$ cat config.mk
export PLATFORM = sky130hd
export DESIGN_NAME = mfsg_top
export DESIGN_NICKNAME = d
export VERILOG_FILES = /design/src/rtl/mfsg_pkg.sv /design/src/rtl/mfsg_avail.sv /design/src/rtl/mfsg_xlate.sv /design/src/rtl/mfsg_encode.sv /design/src/rtl/mfsg_top.sv
export SDC_FILE = /design/constraint.sdc
export NUM_CORES = 1
export LEC_CHECK = 0
export BUFFER_PORTS_ARGS = -buffer_cell sky130_fd_sc_hd__buf_2
export CORE_AREA = 2 2 108 110
export CTS_BUF_LIST = sky130_fd_sc_hd__clkbuf_8
export DETAILED_ROUTE_END_ITERATION = 10
export DIE_AREA = 0 0 110 112
export GPL_TIMING_DRIVEN = 0
export PLACE_DENSITY = 0.79
export SLEW_MARGIN = 40
export SYNTH_ARGS = -nofsm -noshare
export SYNTH_HDL_FRONTEND = slang
export SYNTH_SLANG_ARGS = --single-unit
$ cat constraint.sdc
create_clock -name clk -period 0.9 [get_ports clk]
set_input_delay 0.09 -clock clk [delete_from_list [all_inputs] [get_ports clk]]
set_output_delay 0.09 -clock clk [all_outputs]
set_load 0.02 [all_outputs]
$ cat src/rtl/mfsg_pkg.sv
package mfsg_pkg;

  typedef enum logic [1:0] {
    ACC_LOAD  = 2'd0,
    ACC_STORE = 2'd1,
    ACC_FETCH = 2'd2,
    ACC_RSVD  = 2'd3
  } acc_e;

  localparam int          CODE_W         = 5;
  localparam logic [4:0]  CODE_PROT_DATA = 5'd16;
  localparam logic [4:0]  CODE_PROT_INST = 5'd17;
  localparam logic [4:0]  CODE_MISS_DATA = 5'd18;
  localparam logic [4:0]  CODE_MISS_INST = 5'd19;
  localparam int          STORE_BIT      = 10;

endpackage

$ cat src/rtl/mfsg_avail.sv
module mfsg_avail (
  input  logic cfg_mmu_present,
  input  logic cfg_full_set,
  input  logic cfg_ext_mmu,
  input  logic msr_vm,
  output logic mmu_avail,
  output logic xlate_on
);

  logic ext_veto;

  always_comb begin
    ext_veto  = cfg_full_set & ~cfg_ext_mmu;
    mmu_avail = cfg_mmu_present & ~ext_veto;
    xlate_on  = mmu_avail & msr_vm;
  end

endmodule

$ cat src/rtl/mfsg_xlate.sv
module mfsg_xlate #(
  parameter int AW        = 32,
  parameter int PAGE_BITS = 12
) (
  input  logic          xlate_on,
  input  logic [AW-1:0] va,
  input  logic [AW-1:0] lk_vbase,
  input  logic [AW-1:0] lk_pbase,
  output logic [AW-1:0] pa_page
);

  localparam int HI_W = AW - PAGE_BITS;

  logic [AW-1:0] page_mask;
  logic [AW-1:0] va_page;
  logic [AW-1:0] mapped;
  logic [AW-1:0] sel;

  generate
    if (PAGE_BITS == 0) begin : g_nopage
      assign page_mask = '1;
    end else begin : g_page
      assign page_mask = {{HI_W{1'b1}}, {PAGE_BITS{1'b0}}};
    end
  endgenerate

  always_comb begin
    va_page = va & page_mask;
    mapped  = lk_pbase + (va_page - lk_vbase);
    sel     = xlate_on ? mapped : va_page;
    pa_page = sel & page_mask;
  end

endmodule

$ cat src/rtl/mfsg_encode.sv
module mfsg_encode
  import mfsg_pkg::*;
#(
  parameter int ESR_W = 32
) (
  input  logic [1:0]       acc_type,
  input  logic             lk_miss,
  output logic [ESR_W-1:0] esr_word
);

  acc_e          kind;
  logic          is_fetch;
  logic          is_store;
  logic [4:0]    code;

  always_comb begin
    kind     = acc_e'(acc_type);
    is_fetch = (kind == ACC_FETCH);
    is_store = (kind == ACC_STORE);
    unique case ({lk_miss, is_fetch})
      2'b00:   code = CODE_PROT_DATA;
      2'b01:   code = CODE_PROT_INST;
      2'b10:   code = CODE_MISS_DATA;
      default: code = CODE_MISS_INST;
    endcase
    esr_word                = '0;
    esr_word[CODE_W-1:0]    = code;
    esr_word[STORE_BIT]     = is_store;
  end

endmodule

$ cat src/rtl/mfsg_top.sv
module mfsg_top
  import mfsg_pkg::*;
#(
  parameter int AW        = 32,
  parameter int PAGE_BITS = 12,
  parameter int ESR_W     = 32
) (
  input  logic             clk,
  input  logic             rst_n,
  input  logic             cfg_mmu_present,
  input  logic             cfg_full_set,
  input  logic             cfg_ext_mmu,
  input  logic             msr_vm,
  input  logic             req_valid,
  input  logic [1:0]       acc_type,
  input  logic [AW-1:0]    va,
  input  logic             lk_hit,
  input  logic             lk_miss,
  input  logic [AW-1:0]    lk_vbase,
  input  logic [AW-1:0]    lk_pbase,
  input  logic             exc_ack,
  output logic             pa_valid,
  output logic [AW-1:0]    pa_out,
  output logic             pa_full_rights,
  output logic [ESR_W-1:0] esr_out,
  output logic [AW-1:0]    ear_out,
  output logic             exc_req,
  output logic             recur_err
);

  logic             mmu_avail;
  logic             xlate_on;
  logic [AW-1:0]    pa_page;
  logic [ESR_W-1:0] esr_word;

  // next-state signals
  logic             fault;
  logic             pa_en;
  logic             pend_live;
  logic             exc_d;
  logic             rec_d;
  logic             pend_d;
  logic             pend_q;

  mfsg_avail u_avail (
    .cfg_mmu_present (cfg_mmu_present),
    .cfg_full_set    (cfg_full_set),
    .cfg_ext_mmu     (cfg_ext_mmu),
    .msr_vm          (msr_vm),
    .mmu_avail       (mmu_avail),
    .xlate_on        (xlate_on)
  );

  mfsg_xlate #(.AW(AW), .PAGE_BITS(PAGE_BITS)) u_xlate (
    .xlate_on (xlate_on),
    .va       (va),
    .lk_vbase (lk_vbase),
    .lk_pbase (lk_pbase),
    .pa_page  (pa_page)
  );

  mfsg_encode #(.ESR_W(ESR_W)) u_encode (
    .acc_type (acc_type),
    .lk_miss  (lk_miss),
    .esr_word (esr_word)
  );

  // next-state process
  always_comb begin
    fault     = req_valid & xlate_on & ~lk_hit;
    pa_en     = req_valid & (~xlate_on | lk_hit);
    pend_live = pend_q & ~exc_ack;
    exc_d     = fault & ~pend_live;
    rec_d     = fault & pend_live;
    if (exc_d)        pend_d = 1'b1;
    else if (exc_ack) pend_d = 1'b0;
    else              pend_d = pend_q;
  end

  // pulse and pending registers
  always_ff @(posedge clk or negedge rst_n) begin
    if (!rst_n) begin
      pa_valid  <= 1'b0;
      exc_req   <= 1'b0;
      recur_err <= 1'b0;
      pend_q    <= 1'b0;
    end else begin
      pa_valid  <= pa_en;
      exc_req   <= exc_d;
      recur_err <= rec_d;
      pend_q    <= pend_d;
    end
  end

  // address path register, enabled on a produced address
  always_ff @(posedge clk or negedge rst_n) begin
    if (!rst_n) begin
      pa_out         <= '0;
      pa_full_rights <= 1'b0;
    end else if (pa_en) begin
      pa_out         <= pa_page;
      pa_full_rights <= ~xlate_on;
    end
  end

  // fault capture register, enabled on any fault
  always_ff @(posedge clk or negedge rst_n) begin
    if (!rst_n) begin
      ear_out <= '0;
      esr_out <= '0;
    end else if (fault) begin
      ear_out <= va;
      esr_out <= esr_word;
    end
  end

  // exception and recursive flags are exclusive, and neither comes with an address
  a_r8_pulse_excl: assert property (@(posedge clk) disable iff (!rst_n)
    $onehot0({exc_req, recur_err, pa_valid}));

  // capture registers move only on a fault pulse
  a_r4_ear_hold: assert property (@(posedge clk) disable iff (!rst_n)
    !(exc_req || recur_err) |-> ($stable(ear_out) && $stable(esr_out)));

  // only the four legal codes appear with a request
  a_r5_r6_code_legal: assert property (@(posedge clk) disable iff (!rst_n)
    exc_req |-> (esr_out[4:2] == 3'b100));

  // store flag never with an instruction-fetch code
  a_r7_store_data: assert property (@(posedge clk) disable iff (!rst_n)
    (exc_req && esr_out[STORE_BIT]) |-> !esr_out[0]);

  // a recursive flag needs an exception already pending
  a_r9_recur_pending: assert property (@(posedge clk) disable iff (!rst_n)
    recur_err |-> $past(pend_q));

  // produced addresses are page aligned
  a_r3_page_aligned: assert property (@(posedge clk) disable iff (!rst_n)
    pa_valid |-> ((pa_out & ~({AW{1'b1}} << PAGE_BITS)) == '0));

endmodule

### Yosys cells after proc, flatten, opt, wreduce, memory -nomap -nowiden

Index checks and enable logic that the tools add are counted.

* ROM bits: 0
* register bits after elaboration: 63
* input bits: 108
* memories: 0
* memory bits (writable): 0
* latch bits: 0

* shift-type cells: 0
* order comparisons: 0
* reduce and logical (&&, ||, !) cells: 2
* divide/modulo/power cells: 0
* multipliers: 0
* add/subtract/negate cells: 2
* bitwise operators: 16
* mux-type cells: 4
* eq/ne operators: 4

Operators with widths (number)
* 32-bit adder: 1
* 32-bit 2-to-1 mux: 1
* 32-bit subtractor: 1
* 1-bit bitwise AND: 9
* 1-bit NOT: 6
* 2-bit one-hot mux with 3 select lines: 1
* 2-bit by 1-bit == test with 1-bit output (second input constant): 2
* 2-bit == test (second input constant): 2
* 2-bit logical NOT: 1
* 1-bit 2-to-1 mux: 2
* 2-bit nonzero test: 1
* 1-bit OR: 1

### Logic depth before layout (Yosys ltp)

Gate-level depths: netlist of run 1.

* word-level depth: 9
* depth in mapped cells: 13

### Modules after synthesis

Synthesis of run 1 repeated with hierarchy kept, for this count alone.

* cells, all modules: 602
* area total of the unflattened synthesis: 6632.6 sq um

By module, submodules not included
* mfsg_top: area each 3843.7 sq um, times used 1, cells each 220
* mfsg_xlate: area each 2518.7 sq um, times used 1, cells each 344
* mfsg_encode: area each 251.5 sq um, times used 1, cells each 35
* mfsg_avail: area each 18.8 sq um, times used 1, cells each 3

### Worst setup path before layout of run 1

No wires, ideal clock.

* path type: input-to-reg
* start point: input port va[13]
* end point: register pa_out[28]
* stages on the path: 13
* data arrival time: 2.507 ns
* data required time: 0.784 ns
* path slack: -1.722 ns
* path buffers: 1
* cell sequence: inv_1 -> fa_1 -> inv_1 -> ha_1 -> clkbuf_1 -> a21o_1 -> a21oi_1 -> o21ai_0 -> a22oi_1 -> o211ai_1 -> o21ai_0 -> or4b_1 -> o311ai_0

* longest elaborated chain between the ends: 3

RTL lines
* start: declaration: line mfsg_top.sv:16 `input logic [AW-1:0] va,`
* 32-bit subtractor: line mfsg_xlate.sv:29 `mapped = lk_pbase + (va_page - lk_vbase);`
* 32-bit adder: line mfsg_xlate.sv:29
* 32-bit 2-to-1 mux: line mfsg_xlate.sv:30 `sel = xlate_on ? mapped : va_page;`
* end signal: assignment: line mfsg_top.sv:101 `pa_out <= pa_page;`
* end: declaration: line mfsg_top.sv:23 `output logic [AW-1:0] pa_out,`

Every way passes these cells.
A chain may end at the register's enable or synchronous reset.

### Worst setup path in the final report of run 1

* start point: input port lk_vbase[12]
* end point: register pa_out[31]

* longest elaborated chain between the ends: 3

RTL lines
* start: declaration: line mfsg_top.sv:19 `input logic [AW-1:0] lk_vbase,`
* 32-bit subtractor: line mfsg_xlate.sv:29
* 32-bit adder: line mfsg_xlate.sv:29
* 32-bit 2-to-1 mux: line mfsg_xlate.sv:30

Every way passes these cells.

==> impl_metrics.env, run 1 <==
export IMPL_outcome="finished with violations"
export IMPL_failing_checks="negative setup slack"
export IMPL_crit_fanout=5
export IMPL_initial_antenna_violation_count=1
export IMPL_power_density_mw_per_mm2=1622
export IMPL_critPathLaunchType="input port"
export IMPL_synth_top_cells_by_count="sky130_fd_sc_hd__nand2_1 (101), sky130_fd_sc_hd__inv_1 (99), sky130_fd_sc_hd__dfrtp_1 (61)"
export IMPL_floorplan_initialDensity_pct=45.33
export IMPL_drt_iter0_markers=505
export IMPL_timing_hold_worst_class="in2reg"
export IMPL_pwr_share_seq_pct=25.3
export IMPL_grt_usage_pct=26.63
export IMPL_max_freq_mhz=413.4
export IMPL_seqCellArea_mm2=0.001526
export IMPL_io_buffers=167
export IMPL_synth_cell_area_mm2=0.005065
export IMPL_critical_path_slowest_cell="sky130_fd_sc_hd__fa_1"
export IMPL_synth_warning_count=0
export IMPL_net_switching_power_mw=5.766
export IMPL_design_portCount=208
export IMPL_synth_ff_latch_count=61
export IMPL_place_gp_congestion=0.9199
export IMPL_synthAdderAreaFrac_pct=17.39
export IMPL_route_vias_total=5749
export IMPL_cp_data_required_time_ns=1.12
export IMPL_dominant_combinational_cell_family_by_area_after_synthesis="compound AO/OA/AOI/OAI gates"
export IMPL_seq_area_frac_synth_pct=30.14
export IMPL_leakagePower_nw=4.504
export IMPL_finalSetupTns_ns=-37.89
export IMPL_yosys_mux_area_fraction_pct=1.013
export IMPL_worst_skew_pair_latency_ns=0.35
export IMPL_internal_power_mw=8.682
export IMPL_critical_path_end_type="register"
export IMPL_clock_tree_root_cell="sky130_fd_sc_hd__clkbuf_8"
export IMPL_fillerInstances=672
export IMPL_report_final_setup_viol=118
export IMPL_clkSinkCount=61
export IMPL_final_max_slew_viol_count=0
export IMPL_critPathMaxStageDelay_ns=0.47
export IMPL_post_synth_top_area_fraction_pct=30.14
export IMPL_postSynthAreaPerCell_um2=8.027
export IMPL_drive_gt1_share_pct=50.80
export IMPL_maxCapViolCount=0
export IMPL_cts_tree="done"
export IMPL_count_of_flip_flops_with_a_built_in_enable_after_synthesis=0
export IMPL_multi_input_area_mm2=0.003956
export IMPL_grt_max_degree=62
export IMPL_hpwl_dp_um=11630
export IMPL_main_synth_ff_type="sky130_fd_sc_hd__dfrtp_1"
export IMPL_yosys_cell_types_count=52
export IMPL_number_of_buffers_created_by_cts=9
export IMPL_synth_area_in_xor_xnor_pct=3.458
export IMPL_viasPerCell=5.308
export IMPL_first_pass_grt_wire_length_um=25560
export IMPL_layout_worst_path_cycle_share_pct=268.8
export IMPL_unrepaired_setup_endpoints_after_global_routing="yes"
export IMPL_via_count_of_the_first_global_routing_pass=5522
export IMPL_yosys_cell_count_top_type="sky130_fd_sc_hd__nand2_1"
export IMPL_cts_path_max_buffers=2
export IMPL_core_area_mm2=0.01117
export IMPL_floorplan_die_area_mm2=0.01232
export IMPL_share_comb_of_total_power_pct=57.6
export IMPL_worst_slew_margin_relative_to_its_limit_pct=50.57
export IMPL_crit_top_cell="sky130_fd_sc_hd__buf_6"
export IMPL_power_share_switching_pct=39.91
export IMPL_netlist_top_cell_by_area="sky130_fd_sc_hd__dfrtp_1"
export IMPL_die_height_um=112
export IMPL_synth_simple_area_share_pct=15.00
export IMPL_syn2layout_area_growth_pct=75.86
export IMPL_sequence_of_cells_on_the_critical_path="buf_6 > inv_2 > fa_1 > ha_1 > buf_6 > nand2_2 > or3_4 > o22ai_4 > a211oi_4 > o21a_1 > o31a_1 > buf_4 > nand3_2 > o211ai_1"
export IMPL_total_wirelength_um=18820
export IMPL_detail_route_antenna_nets=0
export IMPL_synth_compound_area_share_pct=18.13
export IMPL_worst_slack_ns=-1.519
export IMPL_hold_viol=0
export IMPL_utilization_pct=79.71
export IMPL_drt_drc_violations_left=0
export IMPL_rrSetupSlack_ns=-0.22
export IMPL_row_count=39
export IMPL_fin_worst_skew_ns=0.005823
export IMPL_ys_async_sr_fraction_pct=100.0
export IMPL_path_class="in2reg"
export IMPL_first_pass_iters=6
export IMPL_vdd_drop_max_mv=1.388
export IMPL_wl_per_cell_um=17.38
export IMPL_critPathArrivalTime_ns=2.64
export IMPL_final_min_clock_period_ns=2.419
export IMPL_width_of_the_die_um=110
export IMPL_syn_inst=631
export IMPL_layout_nets=1101
export IMPL_clockPowerShare_pct=17.2
export IMPL_h_tree_depth=3
export IMPL_cts_reportedPaths_clkPinSlew_ns=0.07
export IMPL_global_route_overflow_total=0
export IMPL_synth_top_cells_by_area="sky130_fd_sc_hd__dfrtp_1 (30%), sky130_fd_sc_hd__ha_1 (9.9%), sky130_fd_sc_hd__fa_1 (7.5%), sky130_fd_sc_hd__nand2_1 (7.5%), sky130_fd_sc_hd__inv_1 (7.3%)"
export IMPL_worst_slew_pin_transition_ns=0.7415
-- layout by cell type, fill, tap and decap left out, drive strengths merged, types with 4 or more instances in the layout --
| cell type | count |
|---|---|
| buf | 280 |
| nand2 | 101 |
| inv | 100 |
| dfrtp | 61 |
| o21ai | 51 |
| a21oi | 49 |
| conb | 40 |
| ha | 40 |
| nor2 | 29 |
| clkbuf | 23 |
| dlygate4sd3 | 20 |
| fa | 19 |
| xnor2 | 14 |
| o22ai | 10 |
| nand4 | 9 |
| and3 | 9 |
| a21o | 8 |
| xor2 | 6 |
| o21a | 5 |
| and2 | 5 |
| a211oi | 5 |
| nand3 | 5 |
| o211ai | 4 |
| mux2i | 4 |
| o21bai | 4 |
| nor3 | 4 |
| a221oi | 4 |
-- state kept, by name (all words and copies together), names as in the netlist --
name / flops
ear_out: 32
pend_q: 1
pa_full_rights: 1
esr_out: 4
recur_err: 1
pa_valid: 1
pa_out: 20
exc_req: 1
-- cells by family (layout without fill, tap and decap cells) --
| kind of cell | count (synthesis) | count (layout) |
|---|---|---|
| DFF | 61 | 61 |
| AOI/OAI and AO/OA | 153 | 153 |
| adders and majority gates | 59 | 59 |
| and+or+nand+nor | 173 | 173 |
| xor gates and xnor gates | 20 | 20 |
| buffers and inverters | 159 | 428 |
| other | 1 | 41 |
| muxes | 5 | 5 |
-- repair_timing --
action | CTS | global route
endpoints found under the hold margin | 80 | 62
endpoints found under the setup margin | 120 | 120
buffers inserted | 30 | 35
hold buffers | 18 | 2
pin swaps | 49 | 102
resized for setup | 191 | 155
cloned | 1 | 4
-- critical path, delay by kind of cell --
| kind | cells | cell delay, ns |
|---|---|---|
| AO/OA/AOI/OAI | 5 | 0.94 |
| adder cells (fa/ha/maj) | 2 | 0.78 |
| buffers and inverters | 4 | 0.38 |
| AND/OR/NAND/NOR | 3 | 0.44 |
-- area by class of cell --
class / instances / area share [%]
inverter: 99 / 4.453
buffer: 58 / 5.829
antenna: 1 / 0.02809
multi-input combinational: 450 / 44.42
timing repair buffer: 255 / 23.96
clock inverter: 6 / 0.6181
sequential: 61 / 17.14
tap: 143 / 2.009
clock buffer: 10 / 1.545
-- metal layers --
layer  vias to the layer above  wire length, um  GRT usage, %
li1                       2619                -             -
met1                      2686             6866         30.75
met2                       348             9291         47.61
met3                        96             1676         6.382
met4                         0              985         8.523
met5                         -                0             0
-- metrics by stage --
stage	cells	setup slack [ns]	hold WS [ns]	power (mW)	area, um2
finish	1083	-1.519	0.02442	14.45	8907
global route	1082	-1.552	0.03445	15.19	8905
CTS	1044	-1.558	-0.1543	12.76	7960
detailed placement	980	-2.106	0.2273	8.892	6658
global placement	980	-2.068	0.2912	8.825	6655
floorplan	670	-1.617	-0.2056	7.314	5640
-- power groups by stage --
stage          clock [mW]  combinational, mW  sequential [mW]
2_1_floorplan           0               3.23             4.08
3_3_place_gp            0               5.34             3.49
3_5_place_dp            0               5.39             3.51
4_1_cts              2.48               6.71             3.57
5_1_grt              2.65               8.86             3.69
6_report             2.48               8.32             3.65
-- path summary, 6_finish.rpt --
check                              end         start  depth (start not counted)
min in group asynchronous  ear_out[25]         rst_n                          2
setup reg to reg            pa_out[28]    pa_out[28]                          2
max in group asynchronous   esr_out[4]         rst_n                          2
hold reg to reg             esr_out[4]    esr_out[4]                          1
hold / removal              pa_out[13]        va[13]                          3
setup / recovery            pa_out[31]  lk_vbase[12]                         14
(Power assumes the default switching activity.)
==> inputs of run 2 (changes only) <==
--- a/config.mk
+++ b/config.mk
@@ -6,12 +6,15 @@
 export NUM_CORES = 1
 export LEC_CHECK = 0
 export BUFFER_PORTS_ARGS = -buffer_cell sky130_fd_sc_hd__buf_2
-export CORE_AREA = 2 2 108 110
+export CELL_PAD_IN_SITES_DETAIL_PLACEMENT = 0
+export CELL_PAD_IN_SITES_GLOBAL_PLACEMENT = 1
+export CORE_AREA = 2 2 129 131
 export CTS_BUF_LIST = sky130_fd_sc_hd__clkbuf_8
+export CTS_CLUSTER_DIAMETER = 30
 export DETAILED_ROUTE_END_ITERATION = 10
-export DIE_AREA = 0 0 110 112
+export DIE_AREA = 0 0 131 133
 export GPL_TIMING_DRIVEN = 0
-export PLACE_DENSITY = 0.79
+export PLACE_DENSITY_LB_ADDON = 0.1
 export SLEW_MARGIN = 40
 export SYNTH_ARGS = -nofsm -noshare
 export SYNTH_HDL_FRONTEND = slang
==> impl_metrics.env, run 2 (synthesis results as in run 1) <==
export IMPL_outcome="finished with violations"
export IMPL_failing_checks="negative setup slack"
export IMPL_worst_skew_pair_latency_ns=0.36
export IMPL_design_portCount=208
export IMPL_cts_reportedPaths_clkPinSlew_ns=0.08
export IMPL_timing_reg2reg_worst_path_depth=2
export IMPL_maxCapViolCount=0
export IMPL_utilization_pct=56.89
export IMPL_regs_by_ff_count="ear_out x32, pa_out x20, esr_out x4"
export IMPL_multi_input_area_mm2=0.003991
export IMPL_fin_worst_skew_ns=0.0007445
export IMPL_layout_cells_most_common="sky130_fd_sc_hd__buf_4"
export IMPL_clock_tree_root_cell="sky130_fd_sc_hd__clkbuf_8"
export IMPL_wl_per_cell_um=15.52
export IMPL_crit_fanout=8
export IMPL_timing_hold_worst_class="in2reg"
export IMPL_viasPerCell=4.552
export IMPL_critical_path_slowest_cell="sky130_fd_sc_hd__fa_1"
export IMPL_top_register="ear_out"
export IMPL_max_freq_mhz=420.8
export IMPL_width_of_the_die_um=131
export IMPL_cp_data_required_time_ns=1.17
export IMPL_hpwl_dp_um=13090
export IMPL_path_class="in2reg"
export IMPL_syn2layout_area_growth_pct=81.65
export IMPL_cts_path_max_buffers=2
export IMPL_core_area_mm2=0.01617
export IMPL_clkSinkCount=61
export IMPL_floorplan_initialDensity_pct=31.32
export IMPL_setup_worst_path_end="pa_out[28]"
export IMPL_die_height_um=133
export IMPL_sequence_of_cells_on_the_critical_path="buf_2 > inv_2 > fa_1 > inv_1 > ha_4 > buf_8 > a21o_4 > a22oi_2 > o211ai_1 > o21ai_4 > or4b_4 > o311ai_4"
export IMPL_rrSetupSlack_ns=-0.23
export IMPL_via_count_of_the_first_global_routing_pass=5320
export IMPL_floorplan_die_area_mm2=0.01742
export IMPL_number_of_buffers_created_by_cts=9
export IMPL_first_pass_iters=7
export IMPL_layout_common_cells="sky130_fd_sc_hd__buf_4 (112), sky130_fd_sc_hd__buf_2 (91), sky130_fd_sc_hd__buf_6 (85)"
export IMPL_initial_antenna_violation_count=0
export IMPL_fillerInstances=1494
export IMPL_io_buffers=167
export IMPL_grt_max_degree=41
export IMPL_worst_slack_ns=-1.477
export IMPL_power_density_mw_per_mm2=1557
export IMPL_layout_worst_path_cycle_share_pct=264.1
export IMPL_critPathArrivalTime_ns=2.64
export IMPL_antenna_cells_inserted=0
export IMPL_worst_slew_margin_relative_to_its_limit_pct=45.91
export IMPL_drive_gt1_share_pct=52.03
export IMPL_seqCellArea_mm2=0.001526
export IMPL_grt_usage_pct=19.98
export IMPL_report_final_setup_viol=118
export IMPL_critical_path_end_type="register"
export IMPL_total_wirelength_um=18300
export IMPL_hold_viol=0
export IMPL_worstSetupStartpoint="va[17]"
export IMPL_global_route_overflow_total=0
export IMPL_crit_reg2reg_launch="pa_out[28]"
export IMPL_unrepaired_setup_endpoints_after_global_routing="yes"
export IMPL_drt_iter0_markers=240
export IMPL_layout_nets=1121
export IMPL_critPathLaunchType="input port"
export IMPL_finalSetupTns_ns=-42.99
export IMPL_place_gp_congestion=0.8524
export IMPL_detail_route_antenna_nets=0
export IMPL_critPathMaxStageDelay_ns=0.51
export IMPL_leakagePower_nw=4.599
export IMPL_cts_tree="done"
export IMPL_row_count=47
export IMPL_worst_slew_pin_transition_ns=0.8113
export IMPL_final_min_clock_period_ns=2.377
export IMPL_first_pass_grt_wire_length_um=26870
export IMPL_critical_path_reg2reg_endpoint="pa_out[28]"
export IMPL_drt_drc_violations_left=0
export IMPL_vdd_drop_max_mv=0.7046
export IMPL_design_power_total_mw=14.33
export IMPL_largest_register_ff_count=32
export IMPL_route_vias_total=5367
export IMPL_h_tree_depth=3
export IMPL_final_max_slew_viol_count=0
export IMPL_dp_worst_setup_slack_ns=-2.196
## run 2: cell count changes in the layout (fill, tap and decap cells not counted), moves of 4 or more
| cell | previous run | this run |
|---|---|---|
| sky130_fd_sc_hd__nand2_4 | 19 | 12 |
| sky130_fd_sc_hd__buf_4 | 93 | 112 |
| sky130_fd_sc_hd__inv_2 | 15 | 20 |
| sky130_fd_sc_hd__ha_4 | 29 | 35 |
| sky130_fd_sc_hd__buf_2 | 95 | 91 |
| sky130_fd_sc_hd__buf_8 | 5 | 10 |
| sky130_fd_sc_hd__nand2_2 | 28 | 33 |
| sky130_fd_sc_hd__o21ai_2 | 15 | 11 |
| sky130_fd_sc_hd__inv_1 | 82 | 74 |
## run 2: what timing repair did
item	CTS	global route
setup endpoints to repair	120	120
pin swaps	46	106
buffers inserted	44	41
hold endpoints to repair	80	3
cloned	2	3
hold buffers	19	3
gates resized for setup	201	162
## run 2: worst max-delay path: cells and delay by family
kind / cells / cell delay (ns)
simple gates: 1 / 0.50
buf+inv: 4 / 0.38
compound gates: 5 / 0.94
fa+ha+maj: 2 / 0.72
## run 2: layer usage
| layer | global-route usage (%) | vias up | wire (um) |
|---|---|---|---|
| li1 | - | 2650 | - |
| met1 | 26.43 | 2546 | 8051 |
| met2 | 33.51 | 152 | 9082 |
| met3 | 3.275 | 19 | 884 |
| met4 | 5.615 | 0 | 280 |
| met5 | 0 | - | 0 |
## run 2: where the power goes
group / leakage [nW] / internal, mW / switching, mW
clock: 0.0856 / 1.01 / 1.29
sequential: 0.752 / 3.21 / 0.370
combinational: 3.76 / 4.34 / 4.11
## run 2: how the worst min path moves through the flow
| stage | startpoint | end | slack (ns) | cells past startpoint |
|---|---|---|---|---|
| floorplan | rst_n | ear_out[0] | -0.21 | 0 |
| global placement | va[4] | ear_out[4] | 0.29 | 3 |
| detailed placement | rst_n | pa_out[26] | 0.01 | 1 |
| CTS | va[13] | ear_out[13] | -0.02 | 3 |
| global route | va[19] | ear_out[19] | 0.009 | 3 |
| finish | va[19] | ear_out[19] | 0.006 | 3 |
## run 2: per-stage QoR
step	instance area (um2)	std cells	hold slack [ns]
2_1_floorplan	5640	670	-0.2056
3_3_place_gp	6751	1057	0.2904
3_5_place_dp	6774	1058	0.01190
4_1_cts	8247	1139	-0.02367
5_1_grt	9200	1179	0.009431
6_report	9200	1179	0.006223
## run 2: final cells by class
type                            instances  share of cell area, %
Tap cell                              220                  2.992
Sequential cell                        61                  16.59
Timing Repair Buffer                  277                  25.26
Clock buffer                            9                  1.346
Inverter                               99                  4.338
Clock inverter                          7                 0.5576
Multi-Input combinational cell        450                  43.38
Buffer                                 56                  5.535
==> inputs of run 3 (changes only) <==
--- a/config.mk
+++ b/config.mk
@@ -8,11 +8,11 @@
 export BUFFER_PORTS_ARGS = -buffer_cell sky130_fd_sc_hd__buf_2
 export CELL_PAD_IN_SITES_DETAIL_PLACEMENT = 0
 export CELL_PAD_IN_SITES_GLOBAL_PLACEMENT = 1
-export CORE_AREA = 2 2 129 131
+export CORE_AREA = 2 2 122 124
 export CTS_BUF_LIST = sky130_fd_sc_hd__clkbuf_8
 export CTS_CLUSTER_DIAMETER = 30
 export DETAILED_ROUTE_END_ITERATION = 10
-export DIE_AREA = 0 0 131 133
+export DIE_AREA = 0 0 124 126
 export GPL_TIMING_DRIVEN = 0
 export PLACE_DENSITY_LB_ADDON = 0.1
 export SLEW_MARGIN = 40
==> constraint.sdc (replaced) <==
create_clock -name clk -period 2.4 [get_ports clk]
set_input_delay 0.24 -clock clk [delete_from_list [all_inputs] [get_ports clk]]
set_output_delay 0.24 -clock clk [all_outputs]
set_load 0.02 [all_outputs]
==> impl_metrics.env, run 3 (synthesis results as in run 1) <==
export IMPL_outcome="finished with violations"
export IMPL_regs_by_ff_count="ear_out x32, pa_out x20, esr_out x4"
export IMPL_largest_register_ff_count=32
export IMPL_grt_usage_pct=20.06
export IMPL_vdd_drop_max_mv=0.3002
export IMPL_layout_nets=1040
export IMPL_row_count=44
export IMPL_first_pass_iters=4
export IMPL_width_of_the_die_um=124
export IMPL_cts_tree="done"
export IMPL_first_pass_grt_wire_length_um=24430
export IMPL_global_route_overflow_total=0
export IMPL_worst_slew_pin_transition_ns=0.7023
export IMPL_detail_route_antenna_nets=0
export IMPL_critical_path_reg2reg_endpoint="pa_out[31]"
export IMPL_fillerInstances=1459
export IMPL_viasPerCell=4.708
export IMPL_initial_antenna_violation_count=0
export IMPL_maxCapViolCount=0
export IMPL_via_count_of_the_first_global_routing_pass=4890
export IMPL_die_height_um=126
export IMPL_number_of_buffers_created_by_cts=9
export IMPL_hold_viol=0
export IMPL_fin_worst_skew_ns=0.002866
export IMPL_cts_reportedPaths_clkPinSlew_ns=0.08
export IMPL_crit_fanout=4
export IMPL_total_wirelength_um=15750
export IMPL_worst_slack_ns=-0.1258
export IMPL_hpwl_dp_um=12470
export IMPL_design_portCount=208
export IMPL_worstHoldPathCells=3
export IMPL_top_register="ear_out"
export IMPL_worst_skew_pair_latency_ns=0.35
export IMPL_final_max_slew_viol_count=0
export IMPL_cp_data_required_time_ns=2.62
export IMPL_drt_drc_violations_left=0
export IMPL_instances_no_fill=1062
export IMPL_route_vias_total=5000
export IMPL_unrepaired_setup_endpoints_after_global_routing="yes"
export IMPL_total_instance_count_after_detailed_placement=1022
export IMPL_design_power_total_mw=4.531
export IMPL_clock_tree_root_cell="sky130_fd_sc_hd__clkbuf_8"
export IMPL_power_density_mw_per_mm2=637.7
export IMPL_critPathArrivalTime_ns=2.74
export IMPL_dp_worst_setup_slack_ns=-0.7828
export IMPL_path_class="in2reg"
export IMPL_timing_reg2reg_worst_path_depth=2
export IMPL_grt_max_degree=32
export IMPL_wl_per_cell_um=14.83
export IMPL_holdCritStartpoint="lk_miss"
export IMPL_cts_path_max_buffers=2
export IMPL_worst_slew_margin_relative_to_its_limit_pct=53.18
export IMPL_layout_cells_most_common="sky130_fd_sc_hd__buf_2"
export IMPL_timing_hold_worst_class="in2reg"
export IMPL_final_min_clock_period_ns=2.526
export IMPL_rrSetupSlack_ns=1.46
export IMPL_max_freq_mhz=395.9
export IMPL_critical_path_end_type="register"
export IMPL_drive_gt1_share_pct=36.33
export IMPL_clkSinkCount=61
export IMPL_failing_checks="negative setup slack"
export IMPL_h_tree_depth=3
export IMPL_drt_iter0_markers=298
export IMPL_finalSetupTns_ns=-0.2589
export IMPL_floorplan_die_area_mm2=0.01562
export IMPL_critPathLaunchType="input port"
export IMPL_leakagePower_nw=3.878
export IMPL_core_area_mm2=0.01431
export IMPL_crit_reg2reg_launch="pa_out[31]"
export IMPL_layout_worst_path_cycle_share_pct=105.2
export IMPL_report_final_setup_viol=5
export IMPL_antenna_cells_inserted=0
export IMPL_layout_common_cells="sky130_fd_sc_hd__buf_2 (159), sky130_fd_sc_hd__nand2_1 (100), sky130_fd_sc_hd__inv_1 (84)"
export IMPL_place_gp_congestion=0.8441
export IMPL_floorplan_initialDensity_pct=35.38
export IMPL_io_buffers=167
export IMPL_destination_of_the_worst_hold_path="esr_out[1]"
export IMPL_syn2layout_area_growth_pct=40.29
export IMPL_final_hold_worst_slack_ns=0.07190
## run 3: cell types whose count changed in the layout (fill, tap and decap cells not counted), moves of 26 or more
cell                      change
sky130_fd_sc_hd__ha_4        -26
sky130_fd_sc_hd__buf_6       -77
sky130_fd_sc_hd__nand2_2     -32
sky130_fd_sc_hd__buf_4       -47
sky130_fd_sc_hd__nand2_1     +44
sky130_fd_sc_hd__o21ai_0     +31
sky130_fd_sc_hd__buf_2       +68
## run 3: worst max-delay path: stages
cell and delay (ns):
sky130_fd_sc_hd__buf_6 0.09, sky130_fd_sc_hd__fa_1 0.48, sky130_fd_sc_hd__ha_1 0.30, sky130_fd_sc_hd__buf_6 0.10, sky130_fd_sc_hd__nand2_2 0.04, sky130_fd_sc_hd__or3_4 0.33, sky130_fd_sc_hd__o22ai_4 0.20, sky130_fd_sc_hd__a211oi_4 0.07
sky130_fd_sc_hd__o21a_1 0.23, sky130_fd_sc_hd__o31a_1 0.31, sky130_fd_sc_hd__buf_4 0.16, sky130_fd_sc_hd__nand3_2 0.06, sky130_fd_sc_hd__o211ai_1 0.09
## run 3: metrics by stage
stage / util, % / instance area, um2
floorplan: - / 5300
global placement: 44.48 / 6366
detailed placement: 44.63 / 6389
CTS: 47.74 / 6834
global route: 49.64 / 7106
finish: 49.64 / 7106
## run 3: where the power goes
| part | leakage [nW] | internal, mW | switching, mW |
|---|---|---|---|
| Sequential | 0.752 | 1.20 | 0.0931 |
| Combinational | 3.02 | 0.961 | 1.29 |
| Clock | 0.105 | 0.494 | 0.491 |
## run 3: final cells by class
| class | instances | area (um2) | share of cell area [%] |
|---|---|---|---|
| Inverter | 99 | 376.6 | 5.300 |
| Clock buffer | 9 | 123.9 | 1.743 |
| Buffer | 57 | 382.9 | 5.388 |
| Timing Repair Buffer | 195 | 1122 | 15.80 |
| Clock inverter | 7 | 78.83 | 1.109 |
| Multi-Input combinational cell | 450 | 3264 | 45.94 |
| Tap cell | 184 | 230.2 | 3.240 |
| Sequential cell | 61 | 1526 | 21.48 |
## run 3: metal layers
| layer | track usage [%] | wire length (um) | up-vias |
|---|---|---|---|
| met5 | 0 | 0 | - |
| met4 | 4.693 | 155 | 0 |
| met3 | 2.672 | 960 | 12 |
| met2 | 33.58 | 7471 | 160 |
| met1 | 27.43 | 7163 | 2331 |
| li1 | - | - | 2497 |
## run 3: worst max-delay path by stage
stage	from	end	slack, ns	cells past startpoint
floorplan	lk_vbase[13]	pa_out[28]	-0.27	12
global route	lk_pbase[12]	pa_out[31]	-0.19	13
global placement	va[12]	pa_out[27]	-0.77	12
detailed placement	va[13]	pa_out[28]	-0.78	14
finish	lk_pbase[12]	pa_out[31]	-0.13	13
CTS	lk_vbase[13]	pa_out[28]	-0.21	13
## run 3: repair_timing
item	CTS	global route
pin swaps	27	36
resized for setup	29	54
setup endpoints to repair	15	13
hold endpoints to repair	30	0
buffers inserted	16	11
hold buffers	1	0
